===== config.mk =====
export PLATFORM = sky130hd
export DESIGN_NAME = sio_regfront
export DESIGN_NICKNAME = d
export VERILOG_FILES = /design/src/rtl/sio_pkg.sv /design/src/rtl/sio_tx_hold.sv /design/src/rtl/sio_rx_hold.sv /design/src/rtl/sio_modem_watch.sv /design/src/rtl/sio_regfront.sv
export SDC_FILE = /design/constraint.sdc
export NUM_CORES = 1
export LEC_CHECK = 0
export ABC_AREA = 1
export BUFFER_PORTS_ARGS = -buffer_cell sky130_fd_sc_hd__buf_2
export CORE_MARGIN = 5
export CORE_UTILIZATION = 46
export CTS_CLUSTER_DIAMETER = 30
export CTS_CLUSTER_SIZE = 10
export DETAILED_ROUTE_END_ITERATION = 10
export GPL_ROUTABILITY_DRIVEN = 0
export PLACE_DENSITY = 0.74
export SKIP_CTS_REPAIR_TIMING = 1
export SYNTH_ARGS = -nofsm -noshare
export SYNTH_HDL_FRONTEND = slang
export SYNTH_SLANG_ARGS = --single-unit

===== constraint.sdc =====
create_clock -name clk -period 0.95 [get_ports clk]
set_clock_uncertainty 0.05 [all_clocks]
set_input_delay 0.0475 -clock clk [delete_from_list [all_inputs] [get_ports clk]]
set_output_delay 0.0475 -clock clk [all_outputs]
set_load 0.01 [all_outputs]

===== src/rtl/sio_pkg.sv =====
package sio_pkg;

   typedef enum logic [1:0] {
      REG_CTL1 = 2'd0,
      REG_CTL2 = 2'd1,
      REG_STAT = 2'd2,
      REG_DATA = 2'd3
   } reg_sel_e;

   // control 1 field positions
   localparam int C1_DTR  = 0;
   localparam int C1_TXEN = 1;
   localparam int C1_RXEN = 2;
   localparam int C1_PCHK = 3;

   // control 2 field positions
   localparam int C2_ODD  = 4;
   localparam int C2_LENL = 6;
   localparam int C2_LENH = 7;

   // length code that selects seven-bit characters
   localparam logic [1:0] LEN_SEVEN = 2'b01;

   typedef struct packed {
      logic chg;
      logic dsr;
      logic dcd;
      logic fe;
      logic pe;
      logic ovr;
      logic dr;
      logic empty;
   } stat_t;

endpackage


===== src/rtl/sio_tx_hold.sv =====
module sio_tx_hold #(
   parameter int DW = 8
) (
   input  logic          clk,
   input  logic          rst_n,
   input  logic          load,
   input  logic [DW-1:0] load_byte,
   input  logic [1:0]    len_sel,
   input  logic          par_en,
   input  logic          par_odd,
   input  logic          tx_en,
   input  logic          tx_ready,
   output logic [DW-1:0] tx_data,
   output logic          tx_valid,
   output logic          empty
);
   import sio_pkg::*;

   localparam int LENW = $clog2(DW) + 1;

   logic [LENW-1:0] width;
   logic [DW-1:0]   keep;
   logic [DW-1:0]   masked;
   logic [DW-1:0]   shaped;
   logic            par_bit;
   logic [DW-1:0]   hold_q;
   logic            empty_q;

   assign width = LENW'(DW) - LENW'(len_sel);

   for (genvar i = 0; i < DW; i++) begin : g_keep
      assign keep[i] = (LENW'(i) < width);
   end

   assign masked  = load_byte & keep;
   assign par_bit = (^masked[DW-2:0]) ^ par_odd;

   always_comb begin
      shaped = masked;
      if (par_en && (len_sel == LEN_SEVEN)) begin
         shaped[DW-1] = par_bit;
      end
   end

   always_ff @(posedge clk) begin
      if (!rst_n) begin
         hold_q  <= '0;
         empty_q <= 1'b1;
      end else if (load) begin
         hold_q  <= shaped;
         empty_q <= 1'b0;
      end else if (tx_valid && tx_ready) begin
         empty_q <= 1'b1;
      end
   end

   assign tx_data  = hold_q;
   assign tx_valid = !empty_q && tx_en;
   assign empty    = empty_q;

endmodule


===== src/rtl/sio_rx_hold.sv =====
module sio_rx_hold #(
   parameter int DW = 8
) (
   input  logic          clk,
   input  logic          rst_n,
   input  logic          arrive,
   input  logic [DW-1:0] arrive_byte,
   input  logic          frame_err,
   input  logic          par_err,
   input  logic          rx_en,
   input  logic          chk_par,
   input  logic          take,
   input  logic          wipe,
   output logic [DW-1:0] rbuf,
   output logic          dr,
   output logic          ovr,
   output logic          fe,
   output logic          pe
);

   logic accept;
   assign accept = arrive && rx_en;

   always_ff @(posedge clk) begin
      if (!rst_n) begin
         rbuf <= '0;
         dr   <= 1'b0;
         ovr  <= 1'b0;
         fe   <= 1'b0;
         pe   <= 1'b0;
      end else if (wipe) begin
         dr  <= 1'b0;
         ovr <= 1'b0;
         fe  <= 1'b0;
         pe  <= 1'b0;
      end else if (accept) begin
         rbuf <= arrive_byte;
         dr   <= 1'b1;
         if (dr && !take) ovr <= 1'b1;
         fe <= fe | frame_err;
         pe <= pe | (par_err & chk_par);
      end else if (take) begin
         dr <= 1'b0;
      end
   end

endmodule


===== src/rtl/sio_modem_watch.sv =====
module sio_modem_watch (
   input  logic clk,
   input  logic rst_n,
   input  logic dsr_in,
   input  logic dcd_in,
   input  logic ack,
   output logic dsr_q,
   output logic dcd_q,
   output logic chg
);

   logic moved;
   assign moved = (dsr_in != dsr_q) || (dcd_in != dcd_q);

   always_ff @(posedge clk) begin
      if (!rst_n) begin
         dsr_q <= 1'b1;
         dcd_q <= 1'b0;
         chg   <= 1'b0;
      end else begin
         dsr_q <= dsr_in;
         dcd_q <= dcd_in;
         if (moved)    chg <= 1'b1;
         else if (ack) chg <= 1'b0;
      end
   end

endmodule


===== src/rtl/sio_regfront.sv =====
module sio_regfront #(
   parameter int DATA_W = 8,
   parameter int ADDR_W = 2
) (
   input  logic              clk,
   input  logic              rst_n,
   input  logic              bus_wr,
   input  logic              bus_rd,
   input  logic [ADDR_W-1:0] bus_addr,
   input  logic [DATA_W-1:0] bus_wdata,
   output logic [DATA_W-1:0] bus_rdata,
   output logic [DATA_W-1:0] tx_data,
   output logic              tx_valid,
   input  logic              tx_ready,
   input  logic [DATA_W-1:0] rx_data,
   input  logic              rx_valid,
   input  logic              rx_frame_err,
   input  logic              rx_par_err,
   input  logic              dsr_in,
   input  logic              dcd_in,
   output logic              irq_rx,
   output logic              irq_tx,
   output logic              irq_modem
);
   import sio_pkg::*;

   if (DATA_W != 8) begin : g_bad_width
      $error("sio_regfront: DATA_W must be 8");
   end
   if (ADDR_W != 2) begin : g_bad_addr
      $error("sio_regfront: ADDR_W must be 2");
   end

   reg_sel_e          sel;
   logic [DATA_W-1:0] wbyte;
   logic [DATA_W-1:0] ctrl1_q;
   logic [DATA_W-1:0] ctrl2_q;
   logic              ctl1_wr;
   logic              ctl2_wr;
   logic              data_wr;
   logic              data_rd;
   logic              stat_rd;
   logic              rx_wipe;
   logic [DATA_W-1:0] rx_buf;
   logic              st_dr;
   logic              st_ovr;
   logic              st_fe;
   logic              st_pe;
   logic              st_empty;
   logic              st_dsr;
   logic              st_dcd;
   logic              st_chg;
   stat_t             stat;
   logic [DATA_W-1:0] rd_true;

   assign sel     = reg_sel_e'(bus_addr);
   assign wbyte   = ~bus_wdata;
   assign ctl1_wr = bus_wr && (sel == REG_CTL1);
   assign ctl2_wr = bus_wr && (sel == REG_CTL2);
   assign data_wr = bus_wr && (sel == REG_DATA);
   assign data_rd = bus_rd && (sel == REG_DATA);
   assign stat_rd = bus_rd && (sel == REG_STAT);
   assign rx_wipe = ctl1_wr && !wbyte[C1_RXEN];

   always_ff @(posedge clk) begin
      if (!rst_n) begin
         ctrl1_q <= '0;
         ctrl2_q <= '0;
      end else begin
         if (ctl1_wr) ctrl1_q <= wbyte;
         if (ctl2_wr) ctrl2_q <= wbyte;
      end
   end

   sio_tx_hold #(.DW(DATA_W)) i_tx (
      .clk       (clk),
      .rst_n     (rst_n),
      .load      (data_wr),
      .load_byte (wbyte),
      .len_sel   (ctrl2_q[C2_LENH:C2_LENL]),
      .par_en    (ctrl1_q[C1_PCHK]),
      .par_odd   (ctrl2_q[C2_ODD]),
      .tx_en     (ctrl1_q[C1_TXEN]),
      .tx_ready  (tx_ready),
      .tx_data   (tx_data),
      .tx_valid  (tx_valid),
      .empty     (st_empty)
   );

   sio_rx_hold #(.DW(DATA_W)) i_rx (
      .clk         (clk),
      .rst_n       (rst_n),
      .arrive      (rx_valid),
      .arrive_byte (rx_data),
      .frame_err   (rx_frame_err),
      .par_err     (rx_par_err),
      .rx_en       (ctrl1_q[C1_RXEN]),
      .chk_par     (ctrl1_q[C1_PCHK]),
      .take        (data_rd),
      .wipe        (rx_wipe),
      .rbuf        (rx_buf),
      .dr          (st_dr),
      .ovr         (st_ovr),
      .fe          (st_fe),
      .pe          (st_pe)
   );

   sio_modem_watch i_modem (
      .clk    (clk),
      .rst_n  (rst_n),
      .dsr_in (dsr_in),
      .dcd_in (dcd_in),
      .ack    (stat_rd),
      .dsr_q  (st_dsr),
      .dcd_q  (st_dcd),
      .chg    (st_chg)
   );

   always_comb begin
      stat.chg   = st_chg;
      stat.dsr   = st_dsr;
      stat.dcd   = st_dcd;
      stat.fe    = st_fe;
      stat.pe    = st_pe;
      stat.ovr   = st_ovr;
      stat.dr    = st_dr;
      stat.empty = st_empty;
   end

   always_comb begin
      unique case (sel)
         REG_CTL1: rd_true = ctrl1_q;
         REG_CTL2: rd_true = ctrl2_q;
         REG_STAT: rd_true = stat;
         REG_DATA: rd_true = rx_buf;
         default:  rd_true = '0;
      endcase
   end

   assign bus_rdata = ~rd_true;
   assign irq_tx    = st_empty;
   assign irq_rx    = st_dr;
   assign irq_modem = st_chg && ctrl1_q[C1_DTR];

endmodule


==> results of run 1 <==
-- synth_stat cells (2+ instances only) --
| library cell | number |
|---|---|
| a21oi_1 | 30 |
| a221oi_1 | 4 |
| a31oi_1 | 2 |
| buf_2 | 3 |
| clkbuf_1 | 2 |
| dfxtp_1 | 40 |
| inv_1 | 18 |
| inv_2 | 7 |
| nand2_1 | 43 |
| nand3_1 | 5 |
| nor2_1 | 25 |
| nor2_4 | 3 |
| o2111ai_1 | 2 |
| o211ai_1 | 2 |
| o21ai_0 | 16 |
| o21ai_1 | 25 |
| xnor2_1 | 2 |
| xor2_1 | 2 |
-- worst reg2reg max path: cells and delay by family, from the launching register on --
kind	cells	cell delay, ps
AND/OR/NAND/NOR	8	520
flip-flops	1	350
AO/OA/AOI/OAI	1	110
buffers and inverters	1	40
-- area by class of cell --
cell class / count / area share, %
Clock buffer: 6 / 2.75
Clock inverter: 2 / 1.33
Inverter: 26 / 4.08
Multi-Input combinational cell: 165 / 34.5
Sequential cell: 40 / 30.9
Tap cell: 48 / 2.28
Timing Repair Buffer: 91 / 24.1
-- cell usage in the layout (no fill, tap or decap) --
| cell type | Yosys | final |
|---|---|---|
| buf_2 | 3 | 46 |
| nand2_1 | 43 | 40 |
| dfxtp_1 | 40 | 28 |
| a21oi_1 | 30 | 26 |
| nor2_1 | 25 | 25 |
| buf_4 | 1 | 24 |
| o21ai_1 | 25 | 22 |
| o21ai_0 | 16 | 16 |
| dlygate4sd3_1 | 0 | 16 |
| inv_1 | 18 | 15 |
| dfxtp_2 | 0 | 12 |
| inv_2 | 7 | 7 |
| clkbuf_8 | 0 | 5 |
| nor2_4 | 3 | 4 |
| a221oi_2 | 0 | 4 |
| a21oi_2 | 0 | 4 |
| nand2_2 | 0 | 4 |
| nand3_1 | 5 | 4 |
| buf_6 | 0 | 4 |
| o21ai_2 | 0 | 3 |
| inv_4 | 0 | 2 |
| o2111ai_2 | 0 | 2 |
| o211ai_1 | 2 | 2 |
| xor2_1 | 2 | 2 |
| xnor2_1 | 2 | 2 |
| nand3_2 | 0 | 1 |
| clkinv_1 | 1 | 1 |
| nand2_4 | 1 | 1 |
| inv_6 | 0 | 1 |
| or2_2 | 1 | 1 |
| a31oi_1 | 2 | 1 |
| a31oi_4 | 0 | 1 |
| bufinv_16 | 0 | 1 |
| clkbuf_1 | 2 | 1 |
| clkinv_2 | 0 | 1 |
| buf_12 | 0 | 1 |
-- through the flow --
stage,area [sq um],cells,TNS [ps],hold WS (ps),setup WS [ps]
after floorplan,1740,237,-67.9,80.8,-67.9
after global placement,2220,352,-3600,194,-165
after detailed placement,2220,352,-4560,197,-186
after CTS,2330,360,-3330,-120,-429
after global routing,2640,378,-3720,7.67,-421
final,2640,378,-2710,-22.9,-353
-- layer usage --
metal	routed length [um]	part of all wire, %	GRT usage [%]
met1	2090	40	22.0
met2	2760	52	29.1
met3	367	6.9	5.47
met4	63	1.2	7.72
met5	0	0	0
-- flip-flops by register name, summed over array words and instances, names as in the netlist --
name,cells
ctrl1_q,8
ctrl2_q,8
i_modem.chg,1
i_modem.dcd_q,1
i_modem.dsr_q,1
i_rx.dr,1
i_rx.fe,1
i_rx.ovr,1
i_rx.pe,1
i_rx.rbuf,8
i_tx.empty,1
i_tx.tx_data,8
-- report_power, final --
part / switching (W) / internal [W]
sequential: 0.0000551 / 0.00176
combinational: 0.000363 / 0.000330
clock: 0.000599 / 0.000780
total: 0.00102 / 0.00287
-- final timing paths --
kind	from	to	slack [ps]	depth (start not counted)
max	ctrl2_q[3]	bus_rdata[3]	-350	4
min	tx_ready	i_tx.empty	-20	3
max reg2reg	ctrl2_q[7]	i_tx.tx_data[7]	-180	10
min reg2reg	i_rx.fe	i_rx.fe	420	2
-- cell families after synthesis --
kind of cell / count (synthesis) / share of synthesized area [%]
AO/OA/AOI/OAI: 81 / 25.0
buffers and inverters: 33 / 7.55
XOR/XNOR: 4 / 2.01
AND/OR/NAND/NOR: 79 / 19.4
flip-flops: 40 / 46.0
==> impl_metrics.tcl, run 1 <==
set metrics [dict create \
    status "finished, violations left" \
    violations "negative hold slack, negative setup slack" \
    max_freq_mhz 767 \
    first_pass_iters 4 \
    ios 48 \
    port_buffers 47 \
    dr_total_vias 1931 \
    die_y_um 71.5 \
    finalCriticalPeriod_ps 1300 \
    ys.flop_type "dfxtp_1" \
    cp.arrival_ps 1210 \
    cts_sinks 40 \
    crit_family "flip-flops" \
    synthArstFlopShare_pct 0 \
    antenna_cells 0 \
    path_cells "a221oi_2, nand2_1, o21ai_1, buf_2" \
    worstSkewPairLatency_ps 300 \
    cp_slowest_cell "dfxtp_2" \
    synth_area_leaders "dfxtp_1 46%, nand2_1 9.3%, a21oi_1 8.6%" \
    finalPower_w 0.00389 \
    grt_setup_unrepaired "yes" \
    clock_path_buffers 2 \
    fp-row-count 22 \
    ir_worst_vdd_mv 1.06 \
    synth_edf_count 0 \
    post-route-util_pct 72.0 \
    cts_tree "yes" \
    post-dp-hpwl_um 3430 \
    ys_seq_area_share_pct 46.0 \
    yosysUniqueCellTypes 24 \
    fp.dieArea_sq_um 5110 \
    drive_above_1_share_pct 39.1 \
    grt_overflow 0 \
    relSlewSlack_pct 84.2 \
    startpoint_type "flop" \
    hold_viol 2 \
    ant_nets 0 \
    max_cap_viol_count 0 \
    syn_area_sq_um 1740 \
    grt_max_degree 28 \
    timing.final.crit_share_pct 137 \
    synth-seq-cells 40 \
    track_usage_pct 18.0 \
    antenna_found_initial 0 \
    layout_setup_ws_ps -353 \
    routed_wl_um 5290 \
    power_density_nw_per_um2 1470 \
    finalSetupViolations 12 \
    clockRootBuffer "clkbuf_8" \
    first_global_vias 1584 \
    clkTransAtPathRegs_ps 80 \
    avgSynthCellArea_sq_um 7.34 \
    htreeDepth 2 \
    drt_iter0_drc 117 \
    die_w_um 71.5 \
    critPathKind "reg -> out" \
    area_delta_synth_final_pct 51.5 \
    synth-warning-count 0 \
    grt_pass1_wl_um 7180 \
    vias_per_cell 5.11 \
    path_buf_inv 1 \
    yosysTopAreaCell "dfxtp_1" \
    crit_required_ps 850 \
    tightest_slew_ps 237 \
    critPathMaxFanout 2 \
    remaining_drc_errors 0 \
    hp-class "in -> reg" \
    nFillCells 281 \
    synth_cells 237 \
    multi_input_area_sq_um 911 \
    critical-path-max-stage-delay_ps 340 \
    coreArea_sq_um 3660 \
    slew_violations 0 \
    p_leak_nw 1.21 \
    endpoint_kind "output port" \
    synth_top_area_share_pct 46.0 \
    syn_nets 265 \
    whs_ps -22.9 \
    final_nets 357 \
    numCtsBuffers 5 \
    register_area_sq_um 816 \
    start_util_pct 47.5 \
    post_drt_wl_per_cell_um 14.0 \
]
(Power assumes the default switching activity.)
==> inputs of run 2 (changes only) <==
CORE_UTILIZATION = 41   (was 46)
PLACE_DENSITY = 0.68   (was 0.74)
==> impl_metrics.tcl, run 2 (same netlist as run 1, synthesis figures left out) <==
set metrics [dict create \
    hp-class "in -> reg" \
    tightest_slew_ps 230 \
    grt_setup_unrepaired "yes" \
    numCtsBuffers 5 \
    worstSkewPairLatency_ps 290 \
    dr_total_vias 1851 \
    antenna_cells 0 \
    critPathKind "reg -> out" \
    critPathMaxFanout 2 \
    cts_tree "yes" \
    die_w_um 75.2 \
    drive_above_1_share_pct 40.8 \
    finalCriticalPeriod_ps 1310 \
    r2r_slack_ps -190 \
    r2r_start "ctrl2_q[4]" \
    wl_met1_um 2220 \
    cp.arrival_ps 1220 \
    hp-start "rx_par_err" \
    first_global_vias 1639 \
    clock_path_buffers 2 \
    grt_overflow 0 \
    wl_met3_um 251 \
    endpoint_kind "output port" \
    grt_pass1_wl_um 7190 \
    critPathLaunch "ctrl2_q[3]" \
    final_common_cell "buf_2" \
    die_y_um 75.2 \
    clockRootBuffer "clkbuf_8" \
    placed_area_sq_um 2210 \
    port_buffers 47 \
    area_delta_synth_final_pct 51.2 \
    grt_max_degree 25 \
    cts_sinks 40 \
    final_cell_mix "46 x buf_2, 41 x nand2_1, 25 x a21oi_1, 25 x dfxtp_1, 24 x nor2_1" \
    hold_viol 1 \
    tns_ps -2890 \
    p_leak_nw 1.20 \
    violations "negative hold slack, negative setup slack" \
    remaining_drc_errors 0 \
    max_freq_mhz 762 \
    ir_worst_vdd_mv 0.780 \
    relSlewSlack_pct 84.6 \
    drt_iter0_drc 136 \
    antenna_found_initial 0 \
    start_util_pct 42.9 \
    timing.final.crit_share_pct 138 \
    max_cap_viol_count 0 \
    post-dp-hpwl_um 3410 \
    first_pass_iters 4 \
    post-route-util_pct 64.8 \
    reg2regPathDepth 8 \
    vias_per_cell 4.92 \
    track_usage_pct 16.7 \
    power_density_nw_per_um2 1400 \
    fp.dieArea_sq_um 5650 \
    final_nets 353 \
    ant_nets 0 \
    status "finished, violations left" \
    fp-row-count 23 \
    ios 48 \
    nFillCells 363 \
    routed-wl-met2_um 2560 \
    htreeDepth 2 \
    top_layer_used "met4" \
    layout_setup_ws_ps -363 \
    final_area_sq_um 2630 \
    worstSetupEndpoint "bus_rdata[3]" \
    startpoint_type "flop" \
    clkTransAtPathRegs_ps 80 \
    post_drt_wl_per_cell_um 13.7 \
    coreArea_sq_um 4060 \
    routed_wl_um 5160 \
    crit_required_ps 850 \
    finalPower_w 0.00368 \
    finalSetupViolations 18 \
    whs_ps -8.83 \
    slew_violations 0 \
    reg2reg_to "i_tx.tx_data[7]" \
]
run 2: cell count changes in the layout (fill, tap and decap cells not counted), sizes merged:
| cell | before | now |
|---|---|---|
| nand2 | 45 | 44 |
| bufinv | 1 | 0 |
| buf | 75 | 70 |
| dlygate4sd3 | 16 | 18 |
| clkinv | 2 | 3 |
run 2: worst min-delay path by stage:
stage                            end  slack, ps  depth (start not counted)
final                        i_rx.pe         -9                          3
after floorplan           ctrl2_q[6]         80                          1
after CTS                 ctrl1_q[7]       -110                          2
after global routing         i_rx.pe          8                          3
after detailed placement  ctrl1_q[7]        200                          2
after global placement    ctrl1_q[7]        190                          2
run 2: per-stage QoR:
stage	hold WS [ps]	cells	worst slack, ps
floorplan	80.8	237	-67.9
global placement	191	349	-149
detailed placement	204	349	-193
CTS	-115	357	-410
global route	7.90	376	-413
finish	-8.83	376	-363
run 2: layout make-up:
type | count | area (sq um) | share of cell area (%)
timing repair buffer | 88 | 639 | 24.3
sequential | 40 | 822 | 31.2
multi-input combinational | 164 | 915 | 34.8
inverter | 26 | 100 | 3.80
tap | 50 | 62.6 | 2.38
clock inverter | 2 | 10.0 | 0.380
clock buffer | 6 | 82.6 | 3.14
run 2: worst max-delay path, stage by stage (launching register included):
cell	delay (ps)
dfxtp_2	330
a221oi_2	270
nand2_1	80
o21ai_1	90
buf_2	150
run 2: power by group:
group	internal [W]	switching, W	leakage, nW
logic	0.000330	0.000362	0.816
registers	0.00176	0.0000552	0.333
clock network	0.000580	0.000597	0.0510
run 2: per-layer routing:
layer / vias up / track usage [%]
li1: 969 / -
met1: 816 / 22.1
met2: 55 / 25.7
met3: 11 / 4.27
met4: 0 / 6.99
met5: - / 0
==> inputs of run 3 (changes only) <==
PLACE_DENSITY = 0.72   (was 0.68)
SKIP_CTS_REPAIR_TIMING = unset   (was 1)
==> impl_metrics.tcl, run 3 (same netlist as run 1, synthesis figures left out) <==
set metrics [dict create \
    critPathKind "reg -> out" \
    finalSetupViolations 19 \
    final_nets 360 \
    ir_worst_vdd_mv 0.850 \
    status "finished, violations left" \
    r2r_slack_ps -180 \
    cp.arrival_ps 1180 \
    power_density_nw_per_um2 1470 \
    fp-row-count 23 \
    endpoint_kind "output port" \
    routed_wl_um 4980 \
    fin_cells 383 \
    startpoint_type "flop" \
    crit_required_ps 850 \
    max_cap_viol_count 0 \
    p_switching_w 0.00103 \
    start_util_pct 42.9 \
    fp.dieArea_sq_um 5650 \
    cts_sinks 40 \
    final_area_sq_um 2720 \
    switching_share_pct 25.7 \
    r2r_start "ctrl2_q[4]" \
    coreArea_sq_um 4060 \
    whs_ps 15.5 \
    antenna_found_initial 0 \
    drive_above_1_share_pct 42.0 \
    clkTransAtPathRegs_ps 80 \
    max_freq_mhz 784 \
    placed_area_sq_um 2210 \
    finalCriticalPeriod_ps 1280 \
    ios 48 \
    clock_path_buffers 2 \
    die_w_um 75.2 \
    critPathLaunch "ctrl2_q[3]" \
    reg2regPathDepth 8 \
    clockRootBuffer "clkbuf_8" \
    timing.final.crit_share_pct 134 \
    placedCellCount 351 \
    internal_power_w 0.00297 \
    vias_per_cell 4.98 \
    htreeDepth 2 \
    first_pass_iters 4 \
    reg2reg_to "i_tx.tx_data[7]" \
    critPathMaxFanout 2 \
    drt_iter0_drc 107 \
    clkPwrFrac_pct 36.8 \
    first_global_vias 1855 \
    worstSetupEndpoint "bus_rdata[3]" \
    violations "negative setup slack" \
    numCtsBuffers 5 \
    p_leak_nw 1.25 \
    post_drt_wl_per_cell_um 13.0 \
    grt_overflow 0 \
    hp-class "in -> reg" \
    hold_viol 0 \
    nFillCells 317 \
    slew_violations 0 \
    ant_nets 0 \
    antenna_cells 0 \
    grt_pass1_wl_um 8340 \
    port_buffers 47 \
    dp_slack_ps -172 \
    die_y_um 75.2 \
    area_delta_synth_final_pct 56.4 \
    tightest_slew_ps 217 \
    dr_total_vias 1906 \
    cts_tree "yes" \
    seq_power_share_pct 45.4 \
    grt_max_degree 16 \
    relSlewSlack_pct 85.5 \
    worstSkewPairLatency_ps 300 \
    layout_setup_ws_ps -325 \
    combPwrFrac_pct 17.8 \
    grt_setup_unrepaired "yes" \
    final_common_cell "buf_2" \
    final_cell_mix "45 x buf_2, 39 x nand2_1, 27 x a21oi_1, 25 x nor2_1, 23 x buf_4" \
    remaining_drc_errors 0 \
    track_usage_pct 19.4 \
    post-dp-hpwl_um 3580 \
]
run 3: changes by cell type in the layout (fill, tap and decap cells not counted), sizes merged:
cell,before,now
buf,70,74
dlygate4sd3,18,20
bufinv,0,1
clkinv,3,2
dlymetal6s4s,0,1
run 3: through the flow:
step	TNS, ps	total power, W	util (%)
after global placement	-2320	0.00240	54.5
after global routing	-4190	0.00419	67.1
after CTS	-2950	0.00400	66.1
after floorplan	-67.9	0.00213	-
final	-2920	0.00399	67.1
after detailed placement	-3360	0.00241	54.5
run 3: metal layers:
metal | share of wire, % | GRT usage [%] | up-vias
met5 | 0 | 0 | -
met2 | 48 | 30.7 | 51
met4 | 2.5 | 7.96 | 0
li1 | - | - | 983
met1 | 45 | 25.4 | 862
met3 | 5.2 | 4.81 | 10
run 3: power groups by stage:
stage	Sequential [W]	Clock, W	Combinational [W]
after floorplan	0.00184	0	0.000291
after CTS	0.00181	0.00150	0.000694
final	0.00181	0.00147	0.000710
after detailed placement	0.00184	0	0.000569
after global placement	0.00184	0	0.000557
after global routing	0.00182	0.00158	0.000790
run 3: critical path: stages (launching register included):
cell      delay (ps)
dfxtp_2          330
a221oi_2         260
nand2_1           80
o21ai_1           70
buf_2            140
run 3: area by class of cell:
cell class                      instances  area, sq um  area share [%]
Clock buffer                            6         82.6            3.03
Multi-Input combinational cell        164          915            33.6
Inverter                               26          103            3.77
Clock inverter                          2         38.8            1.42
Timing Repair Buffer                   95          696            25.6
Sequential cell                        40          826            30.3
Tap cell                               50         62.6            2.30
run 3: worst min path at each step:
stage                            start         end  slack (ps)  depth (start not counted)
after floorplan           bus_wdata[6]  ctrl2_q[6]          80                          1
after global placement    bus_wdata[7]  ctrl1_q[7]         200                          2
after detailed placement  bus_wdata[7]  ctrl1_q[7]         200                          2
after CTS                 bus_wdata[4]  ctrl2_q[4]          10                          3
after global routing      bus_wdata[4]  ctrl1_q[4]          30                          3
final                            rst_n  ctrl2_q[2]          20                          3
run 3: what timing repair did:
item / CTS / global route
setup endpoints to repair: 21 / 27
setup buffers: 4 / 0
gates cloned: 0 / 0
gates resized for setup: 36 / 17
hold endpoints to repair: 30 / 0
hold buffers: 21 / 0
pin swaps: 5 / 8
